### config.mk
export PLATFORM = sky130hd
export DESIGN_NAME = lanefifo_rd_guard
export DESIGN_NICKNAME = d
export VERILOG_FILES = /design/src/rtl/lfg_pkg.sv /design/src/rtl/lfg_lane_ptrs.sv /design/src/rtl/lfg_access_check.sv /design/src/rtl/lfg_event_gen.sv /design/src/rtl/lanefifo_rd_guard.sv
export SDC_FILE = /design/constraint.sdc
export NUM_CORES = 1
export LEC_CHECK = 0
export BUFFER_PORTS_ARGS = -buffer_cell sky130_fd_sc_hd__buf_2
export CORE_AREA = 2 2 94 96
export CTS_BUF_LIST = sky130_fd_sc_hd__clkbuf_8 sky130_fd_sc_hd__clkbuf_16
export CTS_CLUSTER_SIZE = 25
export DETAILED_ROUTE_END_ITERATION = 8
export DIE_AREA = 0 0 96 98
export PLACE_DENSITY = 0.85
export SLEW_MARGIN = 15
export SYNTH_ARGS = -nofsm -noshare
export SYNTH_HDL_FRONTEND = slang
export SYNTH_SLANG_ARGS = --single-unit
### constraint.sdc
create_clock -name clk -period 9 [get_ports clk]
set_input_delay 2.25 -clock clk [delete_from_list [all_inputs] [get_ports clk]]
set_output_delay 2.25 -clock clk [all_outputs]
set_load 0.1 [all_outputs]
### src/rtl/lfg_pkg.sv
package lfg_pkg;
  localparam int LANES  = 4;
  localparam int BYTE_W = 8;

  typedef enum logic [1:0] {
    SZ_ONE   = 2'd0,
    SZ_TWO   = 2'd1,
    SZ_THREE = 2'd2,
    SZ_FOUR  = 2'd3
  } acc_size_e;

  typedef struct packed {
    logic       one;
    logic       two;
    logic       three;
    logic       four;
    logic [2:0] unal;
    logic       blk;
    logic       ublk;
    logic       berr;
  } acc_events_t;

  // Lanes that an access of the given size starting at lane `start` must enable.
  function automatic logic [LANES-1:0] span_mask(input logic [1:0] start, input logic [1:0] size);
    logic [7:0] wide;
    wide = (8'd1 << ({1'b0, size} + 3'd1)) - 8'd1;
    wide = wide << start;
    return wide[LANES-1:0];
  endfunction

  // True when the span stays inside the four lanes of one word.
  function automatic logic span_fits(input logic [1:0] start, input logic [1:0] size);
    return ({1'b0, start} + {1'b0, size}) <= 3'd3;
  endfunction

  // Block transfers are legal only as aligned quad-byte reads.
  function automatic logic blk_legal(input logic [1:0] start, input logic [1:0] size);
    return (acc_size_e'(size) == SZ_FOUR) && (start == 2'd0);
  endfunction
endpackage

### src/rtl/lfg_lane_ptrs.sv
module lfg_lane_ptrs
  import lfg_pkg::*;
#(
  parameter int PW = 12
) (
  input  logic                      clk,
  input  logic                      rst_n,
  input  logic [LANES-1:0]          adv,
  input  logic                      restart,
  output logic [LANES-1:0][PW-1:0]  pos
);
  for (genvar g = 0; g < LANES; g++) begin : g_lane
    logic [PW-1:0] pos_q;
    always_ff @(posedge clk or negedge rst_n) begin
      if (!rst_n)       pos_q <= '0;
      else if (restart) pos_q <= '0;
      else if (adv[g])  pos_q <= pos_q + 1'b1;
    end
    assign pos[g] = pos_q;
  end
endmodule

### src/rtl/lfg_access_check.sv
module lfg_access_check
  import lfg_pkg::*;
#(
  parameter int AW = 14,
  parameter int PW = AW - 2
) (
  input  logic                      req,
  input  logic [AW-1:0]             addr,
  input  logic [LANES-1:0]          lanes,
  input  logic [1:0]                size,
  input  logic                      blk,
  input  logic [LANES-1:0][PW-1:0]  pos,
  output logic                      accept,
  output logic                      reject,
  output logic                      bad_shape,
  output logic                      bad_order,
  output logic                      bad_blk
);
  logic [1:0]       start;
  logic [PW-1:0]    word;
  logic [LANES-1:0] lane_ok;

  assign start = addr[1:0];
  assign word  = addr[AW-1:2];

  for (genvar g = 0; g < LANES; g++) begin : g_match
    assign lane_ok[g] = !lanes[g] || (pos[g] == word);
  end

  always_comb begin
    bad_shape = !span_fits(start, size) || (lanes != span_mask(start, size));
    bad_order = !(&lane_ok);
    bad_blk   = blk && !blk_legal(start, size);
    accept    = req && !bad_shape && !bad_order && !bad_blk;
    reject    = req && !accept;
  end
endmodule

### src/rtl/lfg_event_gen.sv
module lfg_event_gen
  import lfg_pkg::*;
(
  input  logic        clk,
  input  logic        rst_n,
  input  logic        req,
  input  logic [1:0]  size,
  input  logic [1:0]  start,
  input  logic        blk,
  input  logic        bad_blk,
  input  logic        reject,
  output acc_events_t ev
);
  acc_events_t nxt;

  for (genvar k = 1; k < LANES; k++) begin : g_unal
    assign nxt.unal[k-1] = req && (size != 2'd0) && (start == 2'(k));
  end

  assign nxt.one   = req && (acc_size_e'(size) == SZ_ONE);
  assign nxt.two   = req && (acc_size_e'(size) == SZ_TWO);
  assign nxt.three = req && (acc_size_e'(size) == SZ_THREE);
  assign nxt.four  = req && (acc_size_e'(size) == SZ_FOUR);
  assign nxt.blk   = req && blk;
  assign nxt.ublk  = req && bad_blk;
  assign nxt.berr  = reject;

  always_ff @(posedge clk or negedge rst_n) begin
    if (!rst_n) ev <= '0;
    else        ev <= nxt;
  end
endmodule

### src/rtl/lanefifo_rd_guard.sv
module lanefifo_rd_guard
  import lfg_pkg::*;
#(
  parameter int AW = 14
) (
  input  logic                     clk,
  input  logic                     rst_n,
  input  logic                     acc_req,
  input  logic [AW-1:0]            acc_addr,
  input  logic [3:0]               acc_lanes,
  input  logic [1:0]               acc_size,
  input  logic                     acc_blk,
  input  logic                     cmd_retx,
  input  logic                     cmd_clr,
  input  logic [31:0]              fifo_q,
  output logic [3:0]               fifo_pop,
  output logic [31:0]              rsp_data,
  output logic                     rsp_ack,
  output logic                     rsp_berr,
  output logic                     ev_one,
  output logic                     ev_two,
  output logic                     ev_three,
  output logic                     ev_four,
  output logic [2:0]               ev_unal,
  output logic                     ev_blk,
  output logic                     ev_ublk,
  output logic                     ev_berr
);
  localparam int PW = AW - 2;

  logic                      accept;
  logic                      reject;
  logic                      bad_shape;
  logic                      bad_order;
  logic                      bad_blk;
  logic                      restart;
  logic [LANES-1:0]          adv;
  logic [LANES-1:0][PW-1:0]  pos;
  acc_events_t               ev;

  assign restart = cmd_retx || cmd_clr;
  assign adv     = accept ? acc_lanes : '0;

  lfg_lane_ptrs #(.PW(PW)) u_ptrs (
    .clk     (clk),
    .rst_n   (rst_n),
    .adv     (adv),
    .restart (restart),
    .pos     (pos)
  );

  lfg_access_check #(.AW(AW), .PW(PW)) u_check (
    .req       (acc_req),
    .addr      (acc_addr),
    .lanes     (acc_lanes),
    .size      (acc_size),
    .blk       (acc_blk),
    .pos       (pos),
    .accept    (accept),
    .reject    (reject),
    .bad_shape (bad_shape),
    .bad_order (bad_order),
    .bad_blk   (bad_blk)
  );

  lfg_event_gen u_events (
    .clk     (clk),
    .rst_n   (rst_n),
    .req     (acc_req),
    .size    (acc_size),
    .start   (acc_addr[1:0]),
    .blk     (acc_blk),
    .bad_blk (bad_blk),
    .reject  (reject),
    .ev      (ev)
  );

  assign fifo_pop = adv;

  always_ff @(posedge clk or negedge rst_n) begin
    if (!rst_n) begin
      rsp_data <= '0;
      rsp_ack  <= 1'b0;
      rsp_berr <= 1'b0;
    end else begin
      for (int l = 0; l < LANES; l++)
        rsp_data[l*BYTE_W +: BYTE_W] <= adv[l] ? fifo_q[l*BYTE_W +: BYTE_W] : '0;
      rsp_ack  <= accept;
      rsp_berr <= reject;
    end
  end

  assign ev_one   = ev.one;
  assign ev_two   = ev.two;
  assign ev_three = ev.three;
  assign ev_four  = ev.four;
  assign ev_unal  = ev.unal;
  assign ev_blk   = ev.blk;
  assign ev_ublk  = ev.ublk;
  assign ev_berr  = ev.berr;
endmodule

## Yosys cells after proc, flatten, opt, wreduce, memory -nomap -nowiden

Index checks and enable logic that the tools add are counted.
Widths: inputs -> output; s select.

| operators by class | value |
|---|---|
| shift operators | 2 |
| muxes and demuxes | 13 |
| reduce and logical (&&, ||, !) cells | 39 |
| $lt $le $gt $ge | 1 |
| add/subtract/negate cells | 7 |
| eq/ne operators | 11 |

Operator list:

| cell | number |
|---|---|
| $mux 12 | 8 |
| $add 12x1->12 const B | 4 |
| $eq 12x12->1 | 4 |
| $mux 8 | 4 |
| $logic_and 1x1->1 | 16 |
| $reduce_bool 2->1 | 5 |
| $logic_not 1->1 | 9 |
| $eq 2x2->1 const B | 4 |
| $shl 1x3->8 const A | 1 |
| $shl 8x2->4 | 1 |
| $sub 8x1->8 const B | 1 |
| $logic_or 1x1->1 | 6 |
| $eq 2x1->1 const B | 2 |
| $logic_not 2->1 | 2 |
| $mux 4 | 1 |
| $ne 4x4->1 | 1 |
| $reduce_and 4->1 | 1 |
| $add 2x1->3 const B | 1 |
| $add 2x2->3 | 1 |
| $le 3x2->1 const B | 1 |

| word-level totals | value |
|---|---|
| bits of input ports | 58 |
| flip-flop bits (word level) | 91 |
| word-level logic and storage cells | 87 |

## Logic depth before layout (Yosys ltp)

Gate-level depths: netlist of run 1.

| depth | value |
|---|---|
| depth in word-level cells | 13 |
| depth in mapped cells | 10 |
| mapped depth without buffers | 9 |

## Modules after synthesis

Synthesis of run 1 repeated with hierarchy kept, for this count alone.

| second synthesis, totals | value |
|---|---|
| cell total of the unflattened synthesis | 431 |
| area, all modules | 4652.0 um^2 |

By module, submodules not included:

| module | instances | seq. area each (um^2) | cells an instance | area an instance (um^2) |
|---|---|---|---|---|
| lfg_lane_ptrs | 1 | 1201.2 | 233 | 2348.5 |
| lanefifo_rd_guard | 1 | 850.8 | 74 | 1117.3 |
| lfg_access_check | 1 | 0.0 | 103 | 843.3 |
| lfg_event_gen | 1 | 250.2 | 21 | 342.8 |

## Worst setup path after synthesis of run 1

No wires, ideal clock.

| path | value |
|---|---|
| path kind | input to output |
| start point | in acc_addr[0] |
| end point | out fifo_pop[0] |
| path slack | 1.672 ns |
| arrival time | 5.078 ns |
| required time | 6.750 ns |
| cell stages on the path | 7 |
| path through | ha_1 fa_1 nor2_1 o311ai_0 a2111o_1 buf_2 nor2_1 |

| between the ends | value |
|---|---|
| cells in the longest elaborated chain, start to end | 9 |
| elaborated cells on any way between the ends | 16 |

RTL lines:

| what | line | source |
|---|---|---|
| start: declaration | lanefifo_rd_guard.sv:9 | `input logic [AW-1:0] acc_addr,` |
| $add 2x2->3 | lfg_pkg.sv:33 | `return ({1'b0, start} + {1'b0, size}) <= 3'd3;` |
| $le 3x2->1 | lfg_pkg.sv:33 |  |
| $logic_not 1->1 | lfg_access_check.sv:31 | `bad_shape = !span_fits(start, size) \|\| (lanes != span_mask(start, size));` |
| $logic_or 1x1->1 | lfg_access_check.sv:31 |  |
| $logic_not 1->1 | lfg_access_check.sv:34 | `accept = req && !bad_shape && !bad_order && !bad_blk;` |
| $logic_and 1x1->1 (2 in a row) | lfg_access_check.sv:34 |  |
| $logic_and 1x1->1 (*) | lfg_access_check.sv:34 |  |
| $mux 4 (*) | lanefifo_rd_guard.sv:42 | `assign adv = accept ? acc_lanes : '0;` |
| end: declaration | lanefifo_rd_guard.sv:16 | `output logic [3:0] fifo_pop,` |

Mark *: on every way between the ends. The rest lies on a longest branch, timed or not.

## Final worst setup path of run 1

| path | value |
|---|---|
| start point | in acc_addr[0] |
| end point | out fifo_pop[3] |

The elaborated chain is that of the path after synthesis.

==> metrics.md, run 1 <==
| Metric | Value |
|---|---|
| Status | `completed` |
| RSZ-0062 raised after global routing | `no` |
| Adder-cell area share of the yosys netlist | `between 1.5 and 2%` |
| Worst-path clk slew | `0.08 ns` |
| Hold Crit Class | `register to register` |
| Tmin final | `7.148 ns` |
| Hold_buf cts | `0` |
| Final TNS setup | `0 ns` |
| GRT Residual Overflow | `0` |
| Area delta synth->final | `16.18%` |
| Post-synth top flop | `dfrtp_1` |
| Die Area | `9408 sq um` |
| Fill cell count | `between 600 and 700` |
| Post-synthesis xor/xnor area fraction | `12.34%` |
| Register bit count reported by yosys | `91` |
| Critical R2R Launch | `u_ptrs.g_lane[2].pos_q[1]` |
| Largest net degree at the start of global routing | `56` |
| Port buffer count | `roughly 110` |
| Pleak | `between 2 and 3 nW` |
| Die width | `96 um` |
| Arr. time, crit path | `about 4.9 ns` |
| Placed cell count | `676` |
| Multi-input logic area | `2405 sq um` |
| CP max FO | `16` |
| Vias in the first global route | `3862` |
| Post-synthesis net count | `~550` |
| Syn Inst Count | `481` |
| Register area | `2277 sq um` |
| First-pass GRT wire length | `18080 um` |
| DP HPWL | `7967 um` |
| DR vias/cell | `5.793` |
| Reg2reg setup slack | `about 6.0 ns` |
| CTS Buf Count | `9` |
| Commonest non-fill, non-tap cell in the layout | `buf_2` |
| CTS sink count | `91` |
| CTS Buffer Depth | `2` |
| ANT cells | `0` |
| Final max-slew violation count | `0` |
| Yosys warning total | `0` |
| Worst clock skew | `0.009417 ns` |
| Worst-Margin Slew | `0.8847 ns` |
| Final Hold Viols | `0` |
| Post-CTS Setup Inserts | `0` |
| Antenna-violating nets left | `0` |
| Site row count | `34` |
| I/O Pins | `106` |
| Final std cells w/o fill | `691` |
| Sequential-to-total area share from yosys stat | `47.20%` |
| Fmax | `139.9 MHz` |
| CP required | `6.75 ns` |
| Max VDD drop | `0.00007933 V` |
| Remaining DRCs | `0` |
| Die Ht | `98 um` |
| Post-synth EDFFs | `0` |
| Most frequent cells in the layout | `buf_2 (104), dfrtp_1 (91), nor2_1 (45)` |
| Drt pass-1 iters | `6` |
| Post-synth cell types | `56` |
| Nets@finish | `between 600 and 700` |
| Initial DRC count | `about 260` |
| Tcrit/Tclk final | `79.42%` |
| Post-synthesis compound-gate area fraction | `9.518%` |
| Critical path startpoint category | `primary input` |
| H-tree depth | `3` |
| Total GRT Usage | `around a quarter` |
| Routed len/inst | `15.93 um` |
| Endpoint class of the critical path | `output port` |
| Placeable Area | `8466 sq um` |
| FF-to-FF End | `u_ptrs.g_lane[1].pos_q[9]` |
| Combinational family with the most area after synthesis | `simple AND/OR/NAND/NOR gates` |
| Pwr/cell area | `~140 nW/um^2` |
| Synth Area in Simple Gates | `25.03%` |
| Starting density of the core | `56.99%` |
| Share of layout cells above drive strength 1 | `24.53%` |
| Vias | `4003` |
| Max-cap violations | `0` |
| Setup crit start | `acc_addr[0]` |
| Final Setup Violations | `0` |
| Final WL | `approximately 11000 um` |
| Initial antenna violation count | `0` |
| Crit path to | `fifo_pop[3]` |
| Clk root buf | `clkbuf_8` |
| R2R cell count | `7` |
| Gates resized, CTS repair | `0` |
| Netlist Area Pre-Place | `between 4000 and 5000 sq um` |
| Clock Latency Late Sink | `0.36 ns` |
| Rel. slew slack | `about 41%` |
| Synthesized area per cell | `10.03 sq um` |
| CTS tree | `built` |
| RD Place Congestion | `0.8731` |
| Kind of critical path | `primary input to output port` |
| Mux cell area share after synthesis | `1.245%` |
| Synth async-reset ratio | `100.0%` |
==> routing by layer <==
layer	wire length, um	global-route usage [%]
met5	0	0
met4	140	8.352
met3	855	6.404
met2	5295	38.03
met1	4716	33.21
==> worst max-delay path, stage by stage <==
cell and delay, ns:
buf_2 0.18, ha_1 0.23, fa_1 0.35, nor2_1 0.17
o311a_1 0.23, o2111a_1 0.40, nand3_2 0.29, inv_1 0.32
buf_2 0.48
==> power by group <==
group	total [mW]	internal [mW]	leakage, nW	switching, mW
Combinational	0.0800	0.0229	1.38	0.0570
Clock	0.281	0.136	0.0950	0.145
Sequential	0.411	0.410	1.26	0.000479
==> how the worst min path moves through the flow <==
stage | from | end | depth (start not counted)
after floorplan | u_ptrs.g_lane[1].pos_q[11] | u_ptrs.g_lane[1].pos_q[11] | 2
after global placement | u_ptrs.g_lane[1].pos_q[11] | u_ptrs.g_lane[1].pos_q[11] | 2
after detailed placement | u_ptrs.g_lane[1].pos_q[11] | u_ptrs.g_lane[1].pos_q[11] | 2
after CTS | u_ptrs.g_lane[3].pos_q[11] | u_ptrs.g_lane[3].pos_q[11] | 2
after global routing | u_ptrs.g_lane[1].pos_q[11] | u_ptrs.g_lane[1].pos_q[11] | 2
final | u_ptrs.g_lane[3].pos_q[11] | u_ptrs.g_lane[3].pos_q[11] | 2
==> Yosys cell counts, drive strengths merged (10+ instances only) <==
library cell  count  share of area (%)
or3              17                2.2
a21oi            19                2.0
nand3            21                2.5
buf              10                1.2
nand4            16                2.1
o21ai            15                1.6
nor2             45                3.5
and3             18                2.3
inv              11               0.86
nand2            30                2.3
and2             29                3.8
xnor2            26                4.7
xor2             42                7.6
clkbuf           10               0.80
nor4             15                3.1
dfrtp            91                 47
==> cells by family after synthesis <==
kind of cell	after synthesis
fa+ha+maj	6
xor+xnor	68
buf+inv	32
mux	6
compound gates	64
flops	91
simple gates	214
==> registers in the layout, summed over array words and instances (netlist names) <==
| name | flops |
|---|---|
| u_ptrs.g_lane.pos_q | 48 |
| rsp_data | 32 |
| u_events.ev | 10 |
| rsp_ack | 1 |
==> metrics by stage <==
step                util (%)  setup slack [ns]  power, mW  area (sq um)  hold WS [ns]
floorplan                  -             1.672     0.4645          4825        0.5247
global placement       63.85             1.993     0.4966          5405        0.5475
detailed placement     63.85             1.895     0.4989          5405        0.5634
CTS                    66.21             1.862     0.7785          5605        0.5816
global route           66.21             1.606     0.8042          5605        0.6106
finish                 66.21             1.852     0.7718          5605        0.5833
==> area by class of cell <==
type,instances,share of cell area [%]
well taps,108,2.411
flip-flops and latches,91,40.62
multi-input cells,358,42.90
clock buffers,10,2.455
clock inverters,5,1.116
inverters,12,0.8036
repair buffers,107,9.687
Note: power is estimated with default switching activity, not from simulation.
==> inputs of run 2 (changes only) <==
CORE_AREA = 2 2 97 99   (was 2 2 94 96)
DIE_AREA = 0 0 99 101   (was 0 0 96 98)
PLACE_DENSITY = 0.8   (was 0.85)
clock period = 7.3 ns   (was 9 ns; I/O delays follow)
==> run 2 against run 1 <==
  * Clock skew increased by 0.0010 ns
  * Critical path type unchanged
  * Hold slack got worse by 0.0091 ns
  * Via count increased by 0.57%
  * Die area up 6.3%
  * Critical endpoint unchanged
  * Combinational power up 24%
  * Critical path depth down 1
  * Largest cell class unchanged
  * First-iteration DRC count is 12% lower
  * Highest routed layer unchanged
  * Flip-flop and latch count unchanged
  * Design area rose by 0.11%
==> metrics.md, run 2 (synthesis results as in run 1) <==
| Metric | Value |
|---|---|
| Routed met3 length | `866 um (+1.3%)` |
| Tmin final | `6.289 ns` |
| Max VDD drop | `0.0001135 V (+43%)` |
| Final Instance Area | `5612 sq um (+0.11%)` |
| GRT Residual Overflow | `0 (unchanged)` |
| Clock Latency Late Sink | `0.38 ns (+0.02 ns)` |
| Pre-CTS setup slack | `1.016 ns (-0.8792 ns)` |
| Drt pass-1 iters | `4 (-2)` |
| Initial antenna violation count | `0 (unchanged)` |
| Comb power frac | `10.4% (about the same)` |
| Crit-path cells | `buf_2 > xor2_1 > nor4_2 > nand3_2 > a211oi_4 > nand3_2 > inv_1 > buf_2` |
| Largest net degree at the start of global routing | `60 (+7.1%)` |
| Critical path startpoint category | `primary input` |
| Final std cells w/o fill | `695 (+0.58%)` |
| Vias in the first global route | `3934 (+1.9%)` |
| Total GRT Usage | `23.23% (-1.2 points)` |
| Endpoint class of the critical path | `output port` |
| Number of buffers and inverters on the critical path | `3 (unchanged)` |
| Most frequent cells in the layout | `buf_2 (104), dfrtp_1 (91), nor2_1 (45)` |
| Worst clock skew | `0.01046 ns (+0.001043 ns)` |
| CP top delay family | `simple AND/OR/NAND/NOR gates` |
| Biggest register | `u_ptrs.g_lane.pos_q` |
| Worst-Margin Slew | `0.8579 ns (-0.02676 ns)` |
| Hold Crit Class | `register to register` |
| Final Setup Violations | `0 (unchanged)` |
| Die Area | `9999 sq um (+6.3%)` |
| Met2 WL | `5293 um (about the same)` |
| Die Ht | `101 um (+3.1%)` |
| CTS Buf Count | `9 (unchanged)` |
| CTS sink count | `91 (unchanged)` |
| H-tree depth | `3 (unchanged)` |
| Starting density of the core | `53.74% (-3.2 points)` |
| Share of layout cells above drive strength 1 | `24.49% (-0.042 points)` |
| Final WL | `11120 um (+1.0%)` |
| Final Hold Viols | `0 (unchanged)` |
| Area delta synth->final | `16.31%` |
| Fin Hold WS | `0.5742 ns (-0.009092 ns)` |
| First-pass GRT wire length | `18430 um (+1.9%)` |
| Fill cell count | `743 (+7.8%)` |
| Nets@finish | `643 (unchanged)` |
| CP required | `5.48 ns (-1.27 ns)` |
| Die width | `99 um (+3.1%)` |
| I/O Pins | `106 (unchanged)` |
| Util after Layout | `62.51% (-3.7 points)` |
| Fmax | `159.0 MHz` |
| Worst-path clk slew | `0.08 ns (about the same)` |
| Placeable Area | `8977 sq um (+6.0%)` |
| RD Place Congestion | `0.9244 (+5.9%)` |
| Max-cap violations | `0 (unchanged)` |
| DR vias/cell | `5.793 (about the same)` |
| Placed cell areas | `5409 sq um (about the same)` |
| Reg2reg setup slack | `4.31 ns (-1.71 ns)` |
| Overall power | `0.9562 mW (+24%)` |
| Final max-slew violation count | `0 (unchanged)` |
| CTS tree | `built` |
| Clk root buf | `clkbuf_8` |
| Tcrit/Tclk final | `86.15%` |
| RSZ-0062 raised after global routing | `no` |
| Commonest non-fill, non-tap cell in the layout | `buf_2` |
| Sequential share of power | `53.0% (-0.2 points)` |
| Multi-input logic area | `2405 sq um (unchanged)` |
| Gates resized, CTS repair | `0 (unchanged)` |
| Antenna-violating nets left | `0 (unchanged)` |
| Max reg flops | `48 (unchanged)` |
| Pwr/cell area | `170.4 nW/um^2 (+24%)` |
| Sw frac | `26.54% (+0.27 points)` |
| Arr. time, crit path | `4.46 ns (-0.44 ns)` |
| Vias | `4026 (+0.57%)` |
| CP max FO | `16 (unchanged)` |
| CTS Buffer Depth | `2 (unchanged)` |
| Hold_buf cts | `0 (unchanged)` |
| Sw power | `0.2538 mW (+25%)` |
| Rel. slew slack | `42.80% (+2.0 points)` |
| Pint | `0.7024 mW (+23%)` |
| Clock Power Share | `36.7% (+0.3 points)` |
| Port buffer count | `105 (unchanged)` |
| Final TNS setup | `0 ns (unchanged)` |
| Status | `completed` |
| Pleak | `2.749 nW (+0.48%)` |
| Remaining DRCs | `0 (unchanged)` |
| Max incr delay on CP | `0.61 ns (+0.13 ns)` |
| Site row count | `35 (+2.9%)` |
| DP HPWL | `8040 um (+0.91%)` |
| Post-CTS Setup Inserts | `0 (unchanged)` |
| WL met1 | `4785 um (+1.5%)` |
| Kind of critical path | `primary input to output port` |
| Critical path's slowest cell | `a211oi_4` |
| Routed len/inst | `16.00 um (+0.45%)` |
| Placed cell count | `679 (+0.44%)` |
| Largest regs | `u_ptrs.g_lane.pos_q (48), rsp_data (32), u_events.ev (10)` |
| ANT cells | `0 (unchanged)` |
| DR top layer | `met4` |
| Register area | `2277 sq um (unchanged)` |
| Setup ws final | `1.011 ns (-0.8412 ns)` |
| Initial DRC count | `232 (-12%)` |
==> run 2: cell types whose count changed in the layout (fill, tap and decap cells not counted) <==
cell | before | now
clkinv_2 | 0 | 1
clkinv_4 | 1 | 2
clkinvlp_4 | 2 | 0
inv_1 | 11 | 12
==> run 2: worst reg2reg max path, delay by kind of cell, from the launching register on <==
| family | cells | cell delay [ns] |
|---|---|---|
| simple gates | 4 | 1.52 |
| flops | 1 | 0.44 |
| xor+xnor | 1 | 0.19 |
| compound gates | 2 | 0.76 |
==> run 2: final cells by class <==
cell class	count	share of cell area, %
clock buffer	10	2.453
multi-input combinational	358	42.85
tap	111	2.475
sequential	91	40.58
clock inverter	6	1.159
timing repair buffer	107	9.677
inverter	12	0.8027
==> run 2: worst paths after layout <==
path / from / to / cells after the start
max in group asynchronous: rst_n / u_ptrs.g_lane[0].pos_q[2] / 2
worst max register to register: u_ptrs.g_lane[2].pos_q[10] / u_ptrs.g_lane[1].pos_q[9] / 7
min in group asynchronous: rst_n / rsp_data[23] / 1
worst min register to register: u_ptrs.g_lane[1].pos_q[11] / u_ptrs.g_lane[1].pos_q[11] / 2
worst min-delay path: u_ptrs.g_lane[1].pos_q[11] / u_ptrs.g_lane[1].pos_q[11] / 2
worst max-delay path: acc_addr[3] / fifo_pop[3] / 8
==> run 2: power by group through the flow <==
stage                     sequential, mW  clock, mW  combinational (mW)
after CTS                          0.506      0.360              0.0996
after global placement             0.516          0              0.0967
after floorplan                    0.534          0              0.0384
final                              0.506      0.351              0.0992
after detailed placement           0.517          0              0.0994
after global routing               0.507      0.382               0.108
==> run 2: per-layer routing <==
metal	global-route usage (%)	vias to the layer above
li1	-	1877
met1	29.28	1967
met2	38.98	169
met3	6.103	13
met4	8.008	0
met5	0	-
==> inputs of run 3 (changes only) <==
clock period = 6.3 ns   (was 7.3 ns; I/O delays follow)
==> run 3 against run 2 <==
  * Utilization increased by 0.57 points
  * Design area increased by 0.91%
  * Largest cell class unchanged
  * Critical path depth unchanged
  * Sequential share of layout area decreased by 0.37 points
  * Via count decreased by 0.87%
  * Clock skew decreased by 0.0046 ns
  * Hold slack got worse by 0.0042 ns
  * Non-clock buffer count increased by 2
  * Die area unchanged
  * Highest routed layer unchanged
==> metrics.md, run 3 (synthesis results as in run 1) <==
| Metric | Value |
|---|---|
| DP HPWL | `8000 um (-0.49%)` |
| Critical path's slowest cell | `a2111o_1` |
| Crit-path cells | `buf_2 > ha_1 > fa_1 > nor2_1 > o311ai_0 > a2111o_1 > nor2_1 > buf_2` |
| Endpoint class of the critical path | `output port` |
| Final Setup Violations | `0 (unchanged)` |
| Sw power | `0.2968 mW (+17%)` |
| Vias in the first global route | `4008 (+1.9%)` |
| Pint | `0.8656 mW (+23%)` |
| RSZ-0062 raised after global routing | `no` |
| Final std cells w/o fill | `697 (+0.29%)` |
| Hold_buf cts | `0 (unchanged)` |
| Critical R2R Launch | `u_ptrs.g_lane[2].pos_q[6]` |
| Final TNS setup | `0 ns (unchanged)` |
| Clock Latency Late Sink | `0.37 ns (about the same)` |
| Hold Path Origin | `u_ptrs.g_lane[1].pos_q[11]` |
| Sequential share of power | `50.5% (-2.5 points)` |
| Starting density of the core | `53.74% (unchanged)` |
| Placed cell count | `681 (+0.29%)` |
| ANT cells | `0 (unchanged)` |
| Max reg flops | `48 (unchanged)` |
| Final Instance Area | `5663 sq um (+0.91%)` |
| GRT Residual Overflow | `0 (unchanged)` |
| Worst clock skew | `0.005895 ns (-0.004565 ns)` |
| Sw frac | `25.53% (-1.0 points)` |
| Fill cell count | `715 (-3.8%)` |
| Hold endpoint | `u_ptrs.g_lane[1].pos_q[11]` |
| Worst-path clk slew | `0.09 ns (about the same)` |
| Site row count | `35 (unchanged)` |
| Max-cap violations | `0 (unchanged)` |
| Placed cell areas | `5424 sq um (+0.28%)` |
| Status | `completed` |
| Rel. slew slack | `43.27% (+0.46 points)` |
| CP top delay family | `compound AO/OA/AOI/OAI gates` |
| CTS Buf Count | `9 (unchanged)` |
| Number of buffers and inverters on the critical path | `2 (-1)` |
| Gates resized, CTS repair | `0 (unchanged)` |
| Setup ws final | `0.6080 ns (-0.4028 ns)` |
| Vias | `3991 (-0.87%)` |
| Pleak | `2.762 nW (+0.50%)` |
| Kind of critical path | `primary input to output port` |
| DR vias/cell | `5.726 (-1.2%)` |
| I/O Pins | `106 (unchanged)` |
| Max incr delay on CP | `0.60 ns (about the same)` |
| Hold Crit Class | `register to register` |
| Fin Hold WS | `0.5700 ns (-0.004226 ns)` |
| Largest regs | `u_ptrs.g_lane.pos_q (48), rsp_data (32), u_events.ev (10)` |
| Die width | `99 um (unchanged)` |
| Tmin final | `5.692 ns` |
| Max VDD drop | `0.0001119 V (-1.4%)` |
| H-tree depth | `3 (unchanged)` |
| FF-to-FF End | `u_ptrs.g_lane[1].pos_q[9]` |
| Hold path depth | `2 (unchanged)` |
| Commonest non-fill, non-tap cell in the layout | `buf_2` |
| Clk root buf | `clkbuf_8` |
| Initial DRC count | `222 (-4.3%)` |
| Biggest register | `u_ptrs.g_lane.pos_q` |
| Initial antenna violation count | `0 (unchanged)` |
| Fmax | `175.7 MHz` |
| First-pass GRT wire length | `18610 um (+0.98%)` |
| Remaining DRCs | `0 (unchanged)` |
| CP required | `4.72 ns (-0.76 ns)` |
| Final WL | `11100 um (-0.22%)` |
| CTS Buffer Depth | `2 (unchanged)` |
| Tcrit/Tclk final | `approximately nine tenths` |
| Final max-slew violation count | `0 (unchanged)` |
| Total GRT Usage | `23.34% (+0.12 points)` |
| Routed len/inst | `15.92 um (-0.51%)` |
| Drt pass-1 iters | `5 (+1)` |
| Die Area | `9999 sq um (unchanged)` |
| Arr. time, crit path | `4.12 ns (-0.34 ns)` |
| Most frequent cells in the layout | `buf_2 (104), dfrtp_1 (91), nor2_1 (45)` |
| Placeable Area | `8977 sq um (unchanged)` |
| Comb power frac | `9.9% (-0.5 points)` |
| Share of layout cells above drive strength 1 | `24.91% (+0.43 points)` |
| Pre-CTS setup slack | `0.6153 ns (-0.4003 ns)` |
| Port buffer count | `105 (unchanged)` |
| Critical path startpoint category | `primary input` |
| Antenna-violating nets left | `0 (unchanged)` |
| R2R cell count | `8 (+1)` |
| Die Ht | `101 um (unchanged)` |
| CP max FO | `12 (-4)` |
| Worst-Margin Slew | `0.8510 ns (-0.006942 ns)` |
| CTS tree | `built` |
| CTS sink count | `91 (unchanged)` |
| Reg2reg setup slack | `3.36 ns (-0.95 ns)` |
| Pwr/cell area | `205.3 nW/um^2 (+20%)` |
| RD Place Congestion | `0.9193 (-0.55%)` |
| Nets@finish | `645 (+0.31%)` |
| Largest net degree at the start of global routing | `84 (+40%)` |
| Area delta synth->final | `17.38%` |
| Clock Power Share | `39.6% (+2.9 points)` |
| Post-CTS Setup Inserts | `0 (unchanged)` |
| Final Hold Viols | `0 (unchanged)` |
## run 3: worst max-delay path by stage
| stage | startpoint | to | depth (start not counted) |
|---|---|---|---|
| after floorplan | acc_addr[0] | fifo_pop[0] | 7 |
| after global routing | acc_addr[0] | fifo_pop[0] | 8 |
| after global placement | acc_addr[0] | fifo_pop[0] | 8 |
| final | acc_addr[0] | fifo_pop[0] | 8 |
| after CTS | acc_addr[0] | fifo_pop[0] | 8 |
| after detailed placement | acc_addr[0] | fifo_pop[0] | 8 |
## run 3: area by class of cell
class	instances	area [sq um]	area share, %
inverter	12	45.04	0.7954
tap	111	138.9	2.452
multi-input combinational	358	2405	42.47
clock inverter	5	83.83	1.480
clock buffer	11	151.4	2.673
sequential	91	2277	40.21
timing repair buffer	109	561.8	9.920
## run 3: layer usage
layer	share of wire [%]	vias to the layer above	global-route usage, %
li1	-	1878	-
met1	44	1909	30.66
met2	47	178	37.73
met3	7.1	26	4.854
met4	2.2	0	10.01
met5	0	-	0
## run 3: per-stage QoR
stage	total power, mW	util (%)
after CTS	1.170	63.04
after detailed placement	0.7136	60.42
final	1.162	63.08
after global routing	1.204	63.08
after floorplan	0.6635	-
after global placement	0.7109	60.42
## run 3: worst min-delay path, cell delays in order, from the launching register on
cell and delay (ns):
dfrtp_1 0.39, xor2_1 0.08, nor2_1 0.07
## run 3: power by group through the flow
stage	sequential (mW)	clock, mW	combinational (mW)
global placement	0.598	0	0.112
detailed placement	0.598	0	0.115
floorplan	0.619	0	0.0445
CTS	0.587	0.468	0.116
global route	0.587	0.491	0.126
finish	0.587	0.460	0.115
